$ cat src/rtl/sdram_cmd_pkg.sv
package sdram_cmd_pkg;
  // command kinds; values 0..5 equal the software mode code that selects them
  typedef enum logic [2:0] {
    CMD_WR   = 3'd0,
    CMD_NOP  = 3'd1,
    CMD_PRE  = 3'd2,
    CMD_MRS  = 3'd3,
    CMD_REF  = 3'd4,
    CMD_EMRS = 3'd5
  } cmd_e;

  typedef struct packed {
    logic issue;     // drive a command on the pins at this edge
    cmd_e cmd;       // which command
    logic refTaken;  // the refresh sequence has started
  } strobe_t;
endpackage

$ cat src/rtl/sdram_cmd_ctrl.sv
module sdram_cmd_ctrl
  import sdram_cmd_pkg::*;
#(
  parameter int TW = 4
) (
  input  logic          clk,
  input  logic          rst,
  input  logic          hostReq,
  input  logic [2:0]    modeCode,
  input  logic          pauseDone,
  input  logic          refPend,
  input  logic [TW-1:0] tRp,
  input  logic [TW-1:0] tRfc,
  input  logic [TW-1:0] tMrd,
  output logic          hostReady,
  output strobe_t       strb
);
  typedef enum logic [1:0] {S_IDLE, S_WAIT, S_RPWAIT} state_e;

  state_e        state;
  logic [TW-1:0] waitCnt;

  function automatic logic [TW-1:0] waitFor(cmd_e c, logic [TW-1:0] rp,
                                            logic [TW-1:0] rfc, logic [TW-1:0] mrd);
    case (c)
      CMD_PRE:           return rp;
      CMD_REF:           return rfc;
      CMD_MRS, CMD_EMRS: return mrd;
      default:           return '0;
    endcase
  endfunction

  assign hostReady = (state == S_IDLE) && pauseDone && !refPend;

  always_comb begin
    strb = '{issue: 1'b0, cmd: CMD_NOP, refTaken: 1'b0};
    if (state == S_IDLE && pauseDone && refPend) begin
      strb.issue    = 1'b1;
      strb.cmd      = CMD_PRE;
      strb.refTaken = 1'b1;
    end else if (hostReady && hostReq) begin
      strb.issue = 1'b1;
      strb.cmd   = (modeCode > 3'd5) ? CMD_NOP : cmd_e'(modeCode);
    end else if (state == S_RPWAIT && waitCnt == '0) begin
      strb.issue = 1'b1;
      strb.cmd   = CMD_REF;
    end
  end

  always_ff @(posedge clk) begin
    if (rst) begin
      state   <= S_IDLE;
      waitCnt <= '0;
    end else if (strb.issue) begin
      if (strb.refTaken) begin
        state   <= S_RPWAIT;
        waitCnt <= tRp;
      end else begin
        state   <= S_WAIT;
        waitCnt <= waitFor(strb.cmd, tRp, tRfc, tMrd);
      end
    end else if (state == S_WAIT) begin
      if (waitCnt == '0) state <= S_IDLE;
      else               waitCnt <= waitCnt - 1'b1;
    end else if (state == S_RPWAIT) begin
      waitCnt <= waitCnt - 1'b1;
    end
  end
endmodule

$ cat src/rtl/sdram_cmd_dp.sv
module sdram_cmd_dp
  import sdram_cmd_pkg::*;
#(
  parameter int COL_W     = 9,
  parameter int ROW_W     = 13,
  parameter int BANK_W    = 2,
  parameter int REF_W     = 16,
  parameter int TW        = 4,
  parameter int CFG_W     = 16,
  parameter int PAUSE_CYC = 20000
) (
  input  logic                          clk,
  input  logic                          rst,
  input  logic                          cfgWe,
  input  logic [1:0]                    cfgSel,
  input  logic [CFG_W-1:0]              cfgWdata,
  input  logic [COL_W+ROW_W+BANK_W-1:0] hostAddr,
  input  strobe_t                       strb,
  output logic [2:0]                    modeCode,
  output logic [TW-1:0]                 tRp,
  output logic [TW-1:0]                 tRfc,
  output logic [TW-1:0]                 tMrd,
  output logic                          pauseDone,
  output logic                          refPend,
  output logic                          cke,
  output logic [3:0]                    pins,
  output logic [BANK_W-1:0]             ba,
  output logic [ROW_W-1:0]              a
);
  localparam int PAUSE_W = $clog2(PAUSE_CYC + 1);
  localparam int AP_BIT  = 10;

  logic [PAUSE_W-1:0] pauseCnt;
  logic [REF_W-1:0]   refField, refTimer;
  logic               refRun, refTick;
  logic [COL_W-1:0]   col;
  logic [ROW_W-1:0]   row, colExt;
  logic [BANK_W-1:0]  bank;

  assign col  = hostAddr[COL_W-1:0];
  assign row  = hostAddr[COL_W +: ROW_W];
  assign bank = hostAddr[COL_W+ROW_W +: BANK_W];

  always_comb begin
    colExt         = ROW_W'(col);
    colExt[AP_BIT] = 1'b0;
  end

  // configuration registers
  always_ff @(posedge clk) begin
    if (rst) begin
      modeCode <= '0;
      tRp      <= '0;
      tRfc     <= '0;
      tMrd     <= '0;
    end else if (cfgWe) begin
      if (cfgSel == 2'd0) modeCode <= cfgWdata[2:0];
      if (cfgSel == 2'd2) begin
        tRp  <= cfgWdata[TW-1:0];
        tRfc <= cfgWdata[2*TW-1:TW];
        tMrd <= cfgWdata[3*TW-1:2*TW];
      end
    end
  end

  // power-up pause
  assign pauseDone = (pauseCnt == PAUSE_W'(PAUSE_CYC));
  always_ff @(posedge clk) begin
    if (rst)             pauseCnt <= '0;
    else if (!pauseDone) pauseCnt <= pauseCnt + 1'b1;
  end

  // refresh timer
  assign refRun  = (modeCode == 3'd0) && pauseDone && (refField != '0);
  assign refTick = refRun && (refTimer <= REF_W'(1));
  always_ff @(posedge clk) begin
    if (rst) begin
      refField <= '0;
      refTimer <= '0;
      refPend  <= 1'b0;
    end else begin
      if (cfgWe && cfgSel == 2'd1) begin
        refField <= cfgWdata[REF_W-1:0];
        refTimer <= cfgWdata[REF_W-1:0];
      end else if (refRun) begin
        refTimer <= refTick ? refField : refTimer - 1'b1;
      end
      if (strb.refTaken) refPend <= 1'b0;
      if (refTick)       refPend <= 1'b1;
    end
  end

  // command pins: {cs_n, ras_n, cas_n, we_n}
  always_ff @(posedge clk) begin
    if (rst) begin
      cke  <= 1'b0;
      pins <= 4'b1111;
      ba   <= '0;
      a    <= '0;
    end else begin
      pins <= 4'b1111;
      ba   <= '0;
      a    <= '0;
      if (strb.issue) begin
        case (strb.cmd)
          CMD_PRE: begin
            pins      <= 4'b0010;
            a[AP_BIT] <= 1'b1;
          end
          CMD_REF: pins <= 4'b0001;
          CMD_MRS, CMD_EMRS: begin
            pins <= 4'b0000;
            ba   <= bank;
            a    <= row;
          end
          CMD_WR: begin
            pins <= 4'b0100;
            ba   <= bank;
            a    <= colExt;
          end
          default: pins <= 4'b0111;
        endcase
      end
      cke <= cke | (strb.issue && strb.cmd == CMD_NOP);
    end
  end
endmodule

$ cat src/rtl/sdram_cmd_issuer.sv
module sdram_cmd_issuer
  import sdram_cmd_pkg::*;
#(
  parameter int COL_W     = 9,
  parameter int ROW_W     = 13,
  parameter int BANK_W    = 2,
  parameter int REF_W     = 16,
  parameter int TW        = 4,
  parameter int CFG_W     = 16,
  parameter int PAUSE_CYC = 20000
) (
  input  logic                          clk,
  input  logic                          rst,
  input  logic                          cfgWe,
  input  logic [1:0]                    cfgSel,
  input  logic [CFG_W-1:0]              cfgWdata,
  input  logic                          hostReq,
  input  logic [COL_W+ROW_W+BANK_W-1:0] hostAddr,
  output logic                          hostReady,
  output logic                          sdCke,
  output logic                          sdCsN,
  output logic                          sdRasN,
  output logic                          sdCasN,
  output logic                          sdWeN,
  output logic [BANK_W-1:0]             sdBa,
  output logic [ROW_W-1:0]              sdA
);
  strobe_t       strb;
  logic [2:0]    modeCode;
  logic [TW-1:0] tRp, tRfc, tMrd;
  logic          pauseDone, refPend;
  logic [3:0]    pins;

  sdram_cmd_ctrl #(.TW(TW)) u_ctrl (
    .clk(clk), .rst(rst), .hostReq(hostReq), .modeCode(modeCode),
    .pauseDone(pauseDone), .refPend(refPend), .tRp(tRp), .tRfc(tRfc),
    .tMrd(tMrd), .hostReady(hostReady), .strb(strb)
  );

  sdram_cmd_dp #(
    .COL_W(COL_W), .ROW_W(ROW_W), .BANK_W(BANK_W), .REF_W(REF_W),
    .TW(TW), .CFG_W(CFG_W), .PAUSE_CYC(PAUSE_CYC)
  ) u_dp (
    .clk(clk), .rst(rst), .cfgWe(cfgWe), .cfgSel(cfgSel), .cfgWdata(cfgWdata),
    .hostAddr(hostAddr), .strb(strb), .modeCode(modeCode), .tRp(tRp),
    .tRfc(tRfc), .tMrd(tMrd), .pauseDone(pauseDone), .refPend(refPend),
    .cke(sdCke), .pins(pins), .ba(sdBa), .a(sdA)
  );

  assign {sdCsN, sdRasN, sdCasN, sdWeN} = pins;
endmodule

$ cat config.mk
export PLATFORM = sky130hd
export DESIGN_NAME = sdram_cmd_issuer
export DESIGN_NICKNAME = d
export VERILOG_FILES = /design/src/rtl/sdram_cmd_pkg.sv /design/src/rtl/sdram_cmd_ctrl.sv /design/src/rtl/sdram_cmd_dp.sv /design/src/rtl/sdram_cmd_issuer.sv
export SDC_FILE = /design/constraint.sdc
export NUM_CORES = 1
export LEC_CHECK = 0
export ABC_AREA = 1
export BUFFER_PORTS_ARGS = -buffer_cell sky130_fd_sc_hd__buf_4
export CORE_MARGIN = 3
export CORE_UTILIZATION = 25
export DETAILED_ROUTE_END_ITERATION = 10
export PLACE_DENSITY = 0.41
export SYNTH_ARGS = -nofsm -noshare
export SYNTH_HDL_FRONTEND = slang
export SYNTH_SLANG_ARGS = --single-unit
export TNS_END_PERCENT = 1
$ cat constraint.sdc
create_clock -name clk -period 2.4 [get_ports clk]
set_clock_uncertainty 0.2 [all_clocks]
set_input_delay 0 -clock clk [delete_from_list [all_inputs] [get_ports clk]]
set_output_delay 0 -clock clk [all_outputs]
set_load 0.005 [all_outputs]
# After elaboration in Yosys (flattened, before gate mapping)
# Index checks and enable logic that the tools add are counted.
# W data, S select, Z words.
word_totals:
  regBits: 89
  inputBits: 46
  output_inout_bits: 21
classes:
  addsub: 3
  magnitude_cmp: 2
  eq_ne: 11
  n_mux: 23
  bitwise_logic: 4
  n_reduce_logical: 31
op_table:
  columns: ["op", "count"]
  rows:
  - ["$mux W16", 3]
  - ["$mux W4", 8]
  - ["$pmux W10 S2", 1]
  - ["$le A16 B1 Y1 const B", 1]
  - ["$reduce_bool A16 Y1", 1]
  - ["$sub A16 B1 Y16 const B", 1]
  - ["$add A15 B1 Y15 const B", 1]
  - ["$eq A15 B15 Y1 const B", 1]
  - ["$pmux W3 S4", 1]
  - ["$pmux W4 S3", 1]
  - ["$logic_and A1 B1 Y1", 10]
  - ["$reduce_or A3 Y1", 3]
  - ["$mux W2", 4]
  - ["$reduce_and A2 Y1", 4]
  - ["$reduce_bool A2 Y1", 4]
  - ["$eq A3 B2 Y1 const B", 2]
  - ["$eq A3 B3 Y1 const B", 2]
  - ["$logic_not A3 Y1", 2]
  - ["$eq A2 B1 Y1 const B", 2]
  - ["$eq A2 B2 Y1 const B", 2]
  - ["$logic_not A2 Y1", 2]
  - ["$logic_not A4 Y1", 1]
  - ["$reduce_or A2 Y1", 2]
  - ["$sub A4 B1 Y4 const B", 1]
  - ["other kinds (10)", 14]

# Longest topological paths before layout
# Gate-level depths: netlist of the first run.
depth:
  ltp_word: 11
  ltp_mapped: 16

# By module
# Synthesis of the first run repeated with hierarchy kept, for this count alone.
hier_totals:
  cells_unflattened: 714
  area_unflattened_um2: 4747.1
modules_own_cells:
  columns: ["mod", "instances", "cells_each", "area_per_inst_um2"]
  rows:
  - ["sdram_cmd_dp", 1, 615, 4149.0]
  - ["sdram_cmd_ctrl", 1, 99, 598.1]

# Worst setup path after synthesis of the first run
# Ideal clock, no wire load.
synth_timing:
  path_type: "flip-flop to flip-flop"
  from: "register u_dp.pauseCnt[0]"
  to: "register u_dp.a[0]"
  setup_ns: 0.073
  arrival_time_ns: 1.777
  required_time_ns: 2.127
  setup_slack_ns: 0.350
  stages_incl_launch_ff: 14
  path_buffers: 1
  period_less_slack_ns: 2.050
  cell_sequence: "dfxtp_1 -> inv_1 -> ha_1 -> nand2_1 -> nor2_2 -> nand2_1 -> nor2_4 -> nand4_2 -> nand2_1 -> nand3_1 -> nand2_2 -> nand3_4 -> buf_6 -> o22ai_2"
synth_via:
  elab_chain_cells: 9
  word_cells_on_any_way: 14
  classes_between: "3 x eq/ne; 3 x mux; 1 x bitwise; 7 x reduce/logical"
synth_lines:
  columns: ["element", "line", "rtl"]
  rows:
  - ["start, declared", "sdram_cmd_dp.sv:33", "logic [PAUSE_W-1:0] pauseCnt;"]
  - ["start signal, assigned", "sdram_cmd_dp.sv:70", "else if (!pauseDone) pauseCnt <= pauseCnt + 1'b1;"]
  - ["$eq A15 B15 Y1 *", "sdram_cmd_dp.sv:67", "assign pauseDone = (pauseCnt == PAUSE_W'(PAUSE_CYC));"]
  - ["$logic_and A1 B1 Y1 *", "sdram_cmd_ctrl.sv:33, sdram_cmd_ctrl.sv:37", null]
  - ["$logic_and A1 B1 Y1", "sdram_cmd_ctrl.sv:33", "assign hostReady = (state == S_IDLE) && pauseDone && !refPend;"]
  - ["$logic_and A1 B1 Y1", "sdram_cmd_ctrl.sv:41", "end else if (hostReady && hostReq) begin"]
  - ["$mux W4", "sdram_cmd_ctrl.sv:41", null]
  - ["$mux W4 *", "sdram_cmd_ctrl.sv:37", "if (state == S_IDLE && pauseDone && refPend) begin"]
  - ["$eq A3 B2 Y1 or $eq A3 B3 Y1 (tied branches)", "sdram_cmd_dp.sv:105", "case (strb.cmd)"]
  - ["$reduce_or A2 Y1", "sdram_cmd_dp.sv:105", null]
  - ["$pmux W10 S2", "sdram_cmd_dp.sv:105", null]
  - ["end signal, assigned", "sdram_cmd_dp.sv:114", "a <= row;"]
  - ["end signal, assigned", "sdram_cmd_dp.sv:119", "a <= colExt;"]
  - ["end, declared", "sdram_cmd_dp.sv:28", "output logic [ROW_W-1:0] a"]
# Every way passes the cells marked *; elsewhere a longest branch is shown, timed or not.
# A chain may end at the register's enable or synchronous reset.

# Worst setup path in the final report of the first run
layout_timing:
  from: "register u_dp.pauseCnt[0]"
  to: "register u_dp.a[4]"
# Same word-level chain as after synthesis.

==> out/qor.txt, run 1 <==
Routed Antenna Nets: 0
FILL cells: 1852
Hold Path End: u_dp.pins[3]$_SDFF_PP1_
Hold path cells: 4
Synth area leaders: dfxtp_1 40%, nand2_1 8.8%, inv_1 8.3%
Nets: 820
DIE AREA: 19500 sq um
CP peak stage delay: 0.32 ns
H-tree depth: 3
Ys Warns: 0
RSZ-0062 raised after global routing: yes
Die height: 140 um
Worst vdd ir: 0.335 mV
First-pass detailed-route iteration total: 4
Dpl hpwl: 9.79 mm
Syn Inst Count: 624
CTS tree: built
Final Hold Viols: 0
PortBufs: 66
Relative slew slack: 0.718
Starting density of the core: 0.257
Crit end category: register
Largest net degree at the start of global routing: 40
Adder and majority cell fraction of the synthesized area: 0.0252
Gr ovfl total: 0
CTS Sinks: 89
FFs w/ async S/R, synth: 0
WP data required: 2.47 ns
Syn Nets: 679
Synth cell types: 41
Worst path cell trace: inv_1, ha_2, nand2_1, nor2_2, nand2_1, nor2_4, nand4_4, nand3_4, nand2_4, inv_4, nand4_4, buf_6, o22ai_2
Post-Syn Area: 4470 sq um
Cell accounting for the most synthesized area: dfxtp_1
Vias in the first global route: 4601
Max FO, Critical Path: 7
CP Launch Type: register
Hold Crit Start: hostReq
Worst Hold Class: primary input to register
Clk pin slew, worst setup/hold paths: 0.07 ns
Overall Global Routing Usage: 0.141
Slowest CP cell: dfxtp_1
Drt drc: 0
Drt via density: 4.41
Hold slack: 0.0222 ns
Commonest register cell after synthesis: dfxtp_1
Yosys reg bits: 89
P per Cell Area: 549 nW/um^2
Largest family of logic cells by synthesized area: simple AND/OR/NAND/NOR gates
Pins Over Slew Limit: 0
Setup slack after layout: 0.151 ns
CTS buffer count: 9
Final setup violation count: 0
Synth top cells by count: 105 x nand2_1, 99 x inv_1, 89 x dfxtp_1, 77 x nor2_1, 49 x a21oi_1
Clk Latency, worst-skew pair: 0.35 ns
R2r startpoint: u_dp.pauseCnt[0]$_SDFFE_PP0P_
Core area: 17400 sq um
Ant. Diodes: 0
Place WS: 0.0689 ns
Share of cells above drive strength 1: 0.206
Post-route clock period utilization: 0.937
First-pass GRT wire length: 22.3 mm
Routed Wire Length: 13.3 mm
Final min period: 2.25 ns
Synth Area in Compound Gates: 0.181
CP Class: register to register
Post-Synth XOR/XNOR Area: 0.0176
Die W: 140 um
FP Rows: 48
Routed len/inst: 13.4 um
Status: finished, final reports clean
Initial antenna violation count: 0
Leak: 0.00278 uW
Worst-Margin Slew: 0.422 ns
IO Pins: 67
Synth-to-Final Area Change: 41.2%
Vias post-DR: 4386
Fmax achieved: 445 MHz
CTS Buffer Depth: 2
Worst r2r path cells: 13
Top-area cell type share of the netlist area: 0.398
Worst r2r dst: u_dp.a[4]$_SDFF_PP0_
Reg2Reg Setup Slack: 0.15 ns
Mapped Avg Cell Area: 7.17 sq um
Mux cell area share after synthesis: 0
Share of the yosys chip area belonging to registers: 0.398
Post-Synth Simple-Gate Area: 0.270
WP data arrival: 2.32 ns
Max cap viols: 0
DRT iter0 DRCs: 154
Gpl congestion: 0.821
Number of synthesized flops with an enable pin: 0
Count leader, synth: nand2_1
Root Buffer: clkbuf_16
-- kinds of logic after synthesis --
| family | after synthesis |
|---|---|
| flops | 89 |
| compound gates | 137 |
| xor+xnor | 9 |
| buf+inv | 123 |
| fa+ha+maj | 9 |
| simple gates | 257 |
-- cell usage in the layout, fill, tap and decap left out, drive strengths merged, types with 9 or more instances in the layout --
cell,n
a21oi,49
a31oi,9
buf,90
clkbuf,9
dfxtp,89
dlygate4sd3,54
ha,9
inv,111
nand2,115
nand3,28
nor2,85
nor3,16
o21ai,50
o22ai,12
-- power breakdown --
group	leakage (uW)	total, uW	switching (uW)	internal [uW]
logic	0.00191	446	225	220
clock network	0.000145	1480	651	825
registers	0.000722	1540	29.1	1510
total	0.00278	3460	905	2560
-- area by class of cell --
class / instances / area, sq um / share of cell area
Sequential cell: 89 / 1780 / 0.282
Timing Repair Buffer: 145 / 1240 / 0.196
Tap cell: 225 / 282 / 0.0446
Multi-Input combinational cell: 413 / 2300 / 0.365
Clock buffer: 9 / 225 / 0.0357
Clock inverter: 7 / 82.6 / 0.0131
Inverter: 107 / 404 / 0.0640
-- layer usage --
metal	vias up	part of all wire	global-route usage	wire, um
li1	2318	-	-	-
met1	2005	0.46	0.172	6120
met2	48	0.50	0.245	6620
met3	15	0.028	0.0375	378
met4	0	0.015	0.0382	206
met5	-	0	0	0
-- through the flow --
step           cell area (sq um)  TNS (ns)  cells  power, uW   util
6_report                    6310         0    995       3460  0.362
5_1_grt                     6310   -0.0845    995       3640  0.362
4_1_cts                     6190         0    991       3510  0.355
3_5_place_dp                5330         0    920       1950  0.306
3_3_place_gp                5330         0    920       1950  0.306
2_1_floorplan               4470         0    624       1780      -
-- how the worst max path moves through the flow --
stage / startpoint / to / slack, ns / cells after the start
global route: u_dp.pauseCnt[0]$_SDFFE_PP0P_ / u_dp.a[4]$_SDFF_PP0_ / -0.04 / 15
floorplan: u_dp.pauseCnt[0]$_SDFFE_PP0P_ / u_dp.a[0]$_SDFF_PP0_ / 0.35 / 13
detailed placement: u_dp.pauseCnt[1]$_SDFFE_PP0P_ / u_dp.a[4]$_SDFF_PP0_ / 0.07 / 12
CTS: cfgSel[1] / u_dp.refField[15]$_SDFFE_PP0P_ / 0.02 / 8
finish: u_dp.pauseCnt[0]$_SDFFE_PP0P_ / u_dp.a[4]$_SDFF_PP0_ / 0.15 / 13
global placement: u_dp.pauseCnt[1]$_SDFFE_PP0P_ / u_dp.refTimer[5]$_SDFFE_PP0P_ / 0.10 / 13
-- sequential cells by signal (all words and copies together) (netlist names) --
| name | flops |
|---|---|
| u_dp.tRp | 4 |
| u_dp.refPend | 1 |
| u_ctrl.waitCnt | 4 |
| u_dp.refTimer | 16 |
| u_dp.a | 13 |
| u_dp.pins | 4 |
| u_dp.pauseCnt | 15 |
| u_dp.modeCode | 3 |
| u_dp.ba | 2 |
| u_ctrl.state | 2 |
| u_dp.refField | 16 |
| u_dp.tRfc | 4 |
| u_dp.tMrd | 4 |
| u_dp.cke | 1 |
-- critical path: cells and delay by family (launching register included) --
family	cells	cell delay, ns
AO/OA/AOI/OAI	1	0.11
AND/OR/NAND/NOR	8	0.97
adder cells (fa/ha/maj)	1	0.18
flip-flops	1	0.32
buffers and inverters	3	0.37
-- what timing repair did --
action | CTS | global route
endpoints found under the hold margin | 69 | 0
buffers inserted | 0 | 3
hold buffers | 55 | 0
setup endpoints to repair | 0 | 32
gates resized for setup | 0 | 21
(Power assumes the default switching activity.)
==> inputs of run 2 (changes only) <==
- RECOVER_POWER: not set -> 100
==> run 2 against run 1 <==
- wire length barely moved
- register-to-register slack is essentially flat
- worst hold slack lost 0.0011 ns
- combinational power barely moved
- global-route usage stayed put
- sequential power about the same
- largest cell class unchanged
- largest power group unchanged
- highest routed layer unchanged
==> out/qor.txt, run 2 (synthesis gave the netlist of run 1 again) <==
Status: finished, final reports clean
Clock power share: 0.427
Delay-heaviest family, CP: simple AND/OR/NAND/NOR gates
Hold slack: 0.0211 ns
Worst r2r dst: u_dp.a[4]$_SDFF_PP0_
Ant. Diodes: 0
Initial antenna violation count: 0
Final Core Density: 0.360
Internal power: 2560 uW
Reg2Reg Setup Slack: 0.16 ns
Final setup violation count: 0
Gpl congestion: 0.821
Worst vdd ir: 0.336 mV
H-tree depth: 3
Overall Global Routing Usage: 0.141
Drt via density: 4.44
CTS Buffer Depth: 2
Clk Latency, worst-skew pair: 0.35 ns
Final min period: 2.24 ns
WP buf/inv: 3
Regs by FF count: u_dp.refField: 16 flops, u_dp.refTimer: 16 flops, u_dp.pauseCnt: 15 flops
Switching Fraction: 0.262
Reg power frac: 0.445
Pins Over Slew Limit: 0
Post-route clock period utilization: 0.935
CP peak stage delay: 0.32 ns
Relative slew slack: 0.722
WP data arrival: 2.32 ns
Starting density of the core: 0.257
DRT iter0 DRCs: 164
WP depth: 13
Leak: 0.00274 uW
Largest net degree at the start of global routing: 40
Final instance area: 6280 sq um
First-pass detailed-route iteration total: 4
Nets: 820
Core area: 17400 sq um
Root Buffer: clkbuf_16
Slowest CP cell: dfxtp_1
CTS tree: built
Max cap viols: 0
Fmax achieved: 445 MHz
CTS buffer count: 9
Worst r2r path cells: 13
Reg area: 1780 sq um
DIE AREA: 19500 sq um
R2r startpoint: u_dp.pauseCnt[0]$_SDFFE_PP0P_
Critical Path End: u_dp.a[4]$_SDFF_PP0_
Vias post-DR: 4417
RSZ-0062 raised after global routing: yes
Die W: 140 um
CP startpoint: u_dp.pauseCnt[0]$_SDFFE_PP0P_
FILL cells: 1863
WP data required: 2.48 ns
Routed Antenna Nets: 0
Most frequent cells in the layout: 104 x nand2_1, 97 x inv_1, 89 x dfxtp_1
Overall Power: 3470 uW
Die height: 140 um
Combinational share of power: 0.128
Worst-Margin Slew: 0.417 ns
Commonest non-fill, non-tap cell in the layout: nand2_1
Multi-input gate area: 2300 sq um
Worst Hold Class: primary input to register
Placed Area: 5330 sq um
Gr ovfl total: 0
P per Cell Area: 552 nW/um^2
Worst path cell trace: inv_1, ha_2, nand2_1, nor2_2, nand2_1, nor2_4, nand4_4, nand3_4, nand2_4, inv_4, nand4_4, buf_6, o22ai_2
CP Class: register to register
Clk pin slew, worst setup/hold paths: 0.07 ns
Net Switching: 907 uW
Dpl cells: 920
Crit end category: register
Routed len/inst: 13.4 um
Synth-to-Final Area Change: 40.4%
Routed Wire Length: 13.3 mm
CP Launch Type: register
Share of cells above drive strength 1: 0.195
IO Pins: 67
CTS Sinks: 89
FP Rows: 48
Max FO, Critical Path: 7
Dpl hpwl: 9.79 mm
Drt drc: 0
Final Hold Viols: 0
First-pass GRT wire length: 22.3 mm
Vias in the first global route: 4601
PortBufs: 66
Finished Layout Cells: 995
==> run 2: changes by cell type in the layout (fill, tap and decap cells not counted), sizes merged <==
cell,delta
buf,-22
clkbuf,+22
==> run 2: worst reg2reg max path, delay by kind of cell, from the launching register on <==
family                     cells  cell delay (ns)
and+or+nand+nor                8             0.98
buffers and inverters          3             0.37
AOI/OAI and AO/OA              1             0.11
DFF                            1             0.32
adders and majority gates      1             0.18
==> run 2: per-stage QoR <==
| step | worst slack [ns] | TNS [ns] |
|---|---|---|
| after CTS | 0.0240 | 0 |
| after detailed placement | 0.0689 | 0 |
| after global placement | 0.102 | 0 |
| after floorplan | 0.350 | 0 |
| after global routing | -0.0358 | -0.0861 |
| final | 0.155 | 0 |
==> run 2: worst min path at each step <==
| stage | from | endpoint | slack, ns | depth (start not counted) |
|---|---|---|---|---|
| 6_report | hostReq | u_dp.pins[3]$_SDFF_PP1_ | 0.02 | 4 |
| 5_1_grt | hostReq | u_dp.pins[3]$_SDFF_PP1_ | 0.04 | 4 |
| 4_1_cts | hostReq | u_dp.ba[1]$_SDFF_PP0_ | 0.009 | 4 |
| 3_5_place_dp | hostAddr[18] | u_dp.a[9]$_SDFF_PP0_ | 0.02 | 3 |
| 3_3_place_gp | hostAddr[21] | u_dp.a[12]$_SDFF_PP0_ | 0.02 | 3 |
| 2_1_floorplan | rst | u_dp.pauseCnt[2]$_SDFFE_PP0P_ | -0.12 | 1 |
==> run 2: final cells by class <==
cell class | instances | area share
multi-input cells | 413 | 0.366
flip-flops and latches | 89 | 0.284
repair buffers | 145 | 0.192
inverters | 107 | 0.0644
well taps | 225 | 0.0448
clock buffers | 9 | 0.0359
clock inverters | 7 | 0.0132
==> run 2: repair_timing <==
| action | CTS | global route |
|---|---|---|
| setup buffers | 0 | 3 |
| resized for setup | 0 | 21 |
| setup endpoints to repair | 0 | 32 |
| hold buffers | 55 | 0 |
| hold endpoints to repair | 69 | 0 |
==> run 2: metal layers <==
metal | vias up | wire, um | GRT usage
li1 | 2316 | - | -
met1 | 2025 | 6060 | 0.172
met2 | 59 | 6620 | 0.245
met3 | 17 | 420 | 0.0375
met4 | 0 | 222 | 0.0382
met5 | - | 0 | 0
==> run 2: power by group through the flow <==
stage	combinational, uW	sequential [uW]	clock (uW)
6_report	444	1540	1480
5_1_grt	500	1550	1590
4_1_cts	446	1540	1520
3_5_place_dp	375	1580	0
3_3_place_gp	379	1580	0
2_1_floorplan	214	1570	0
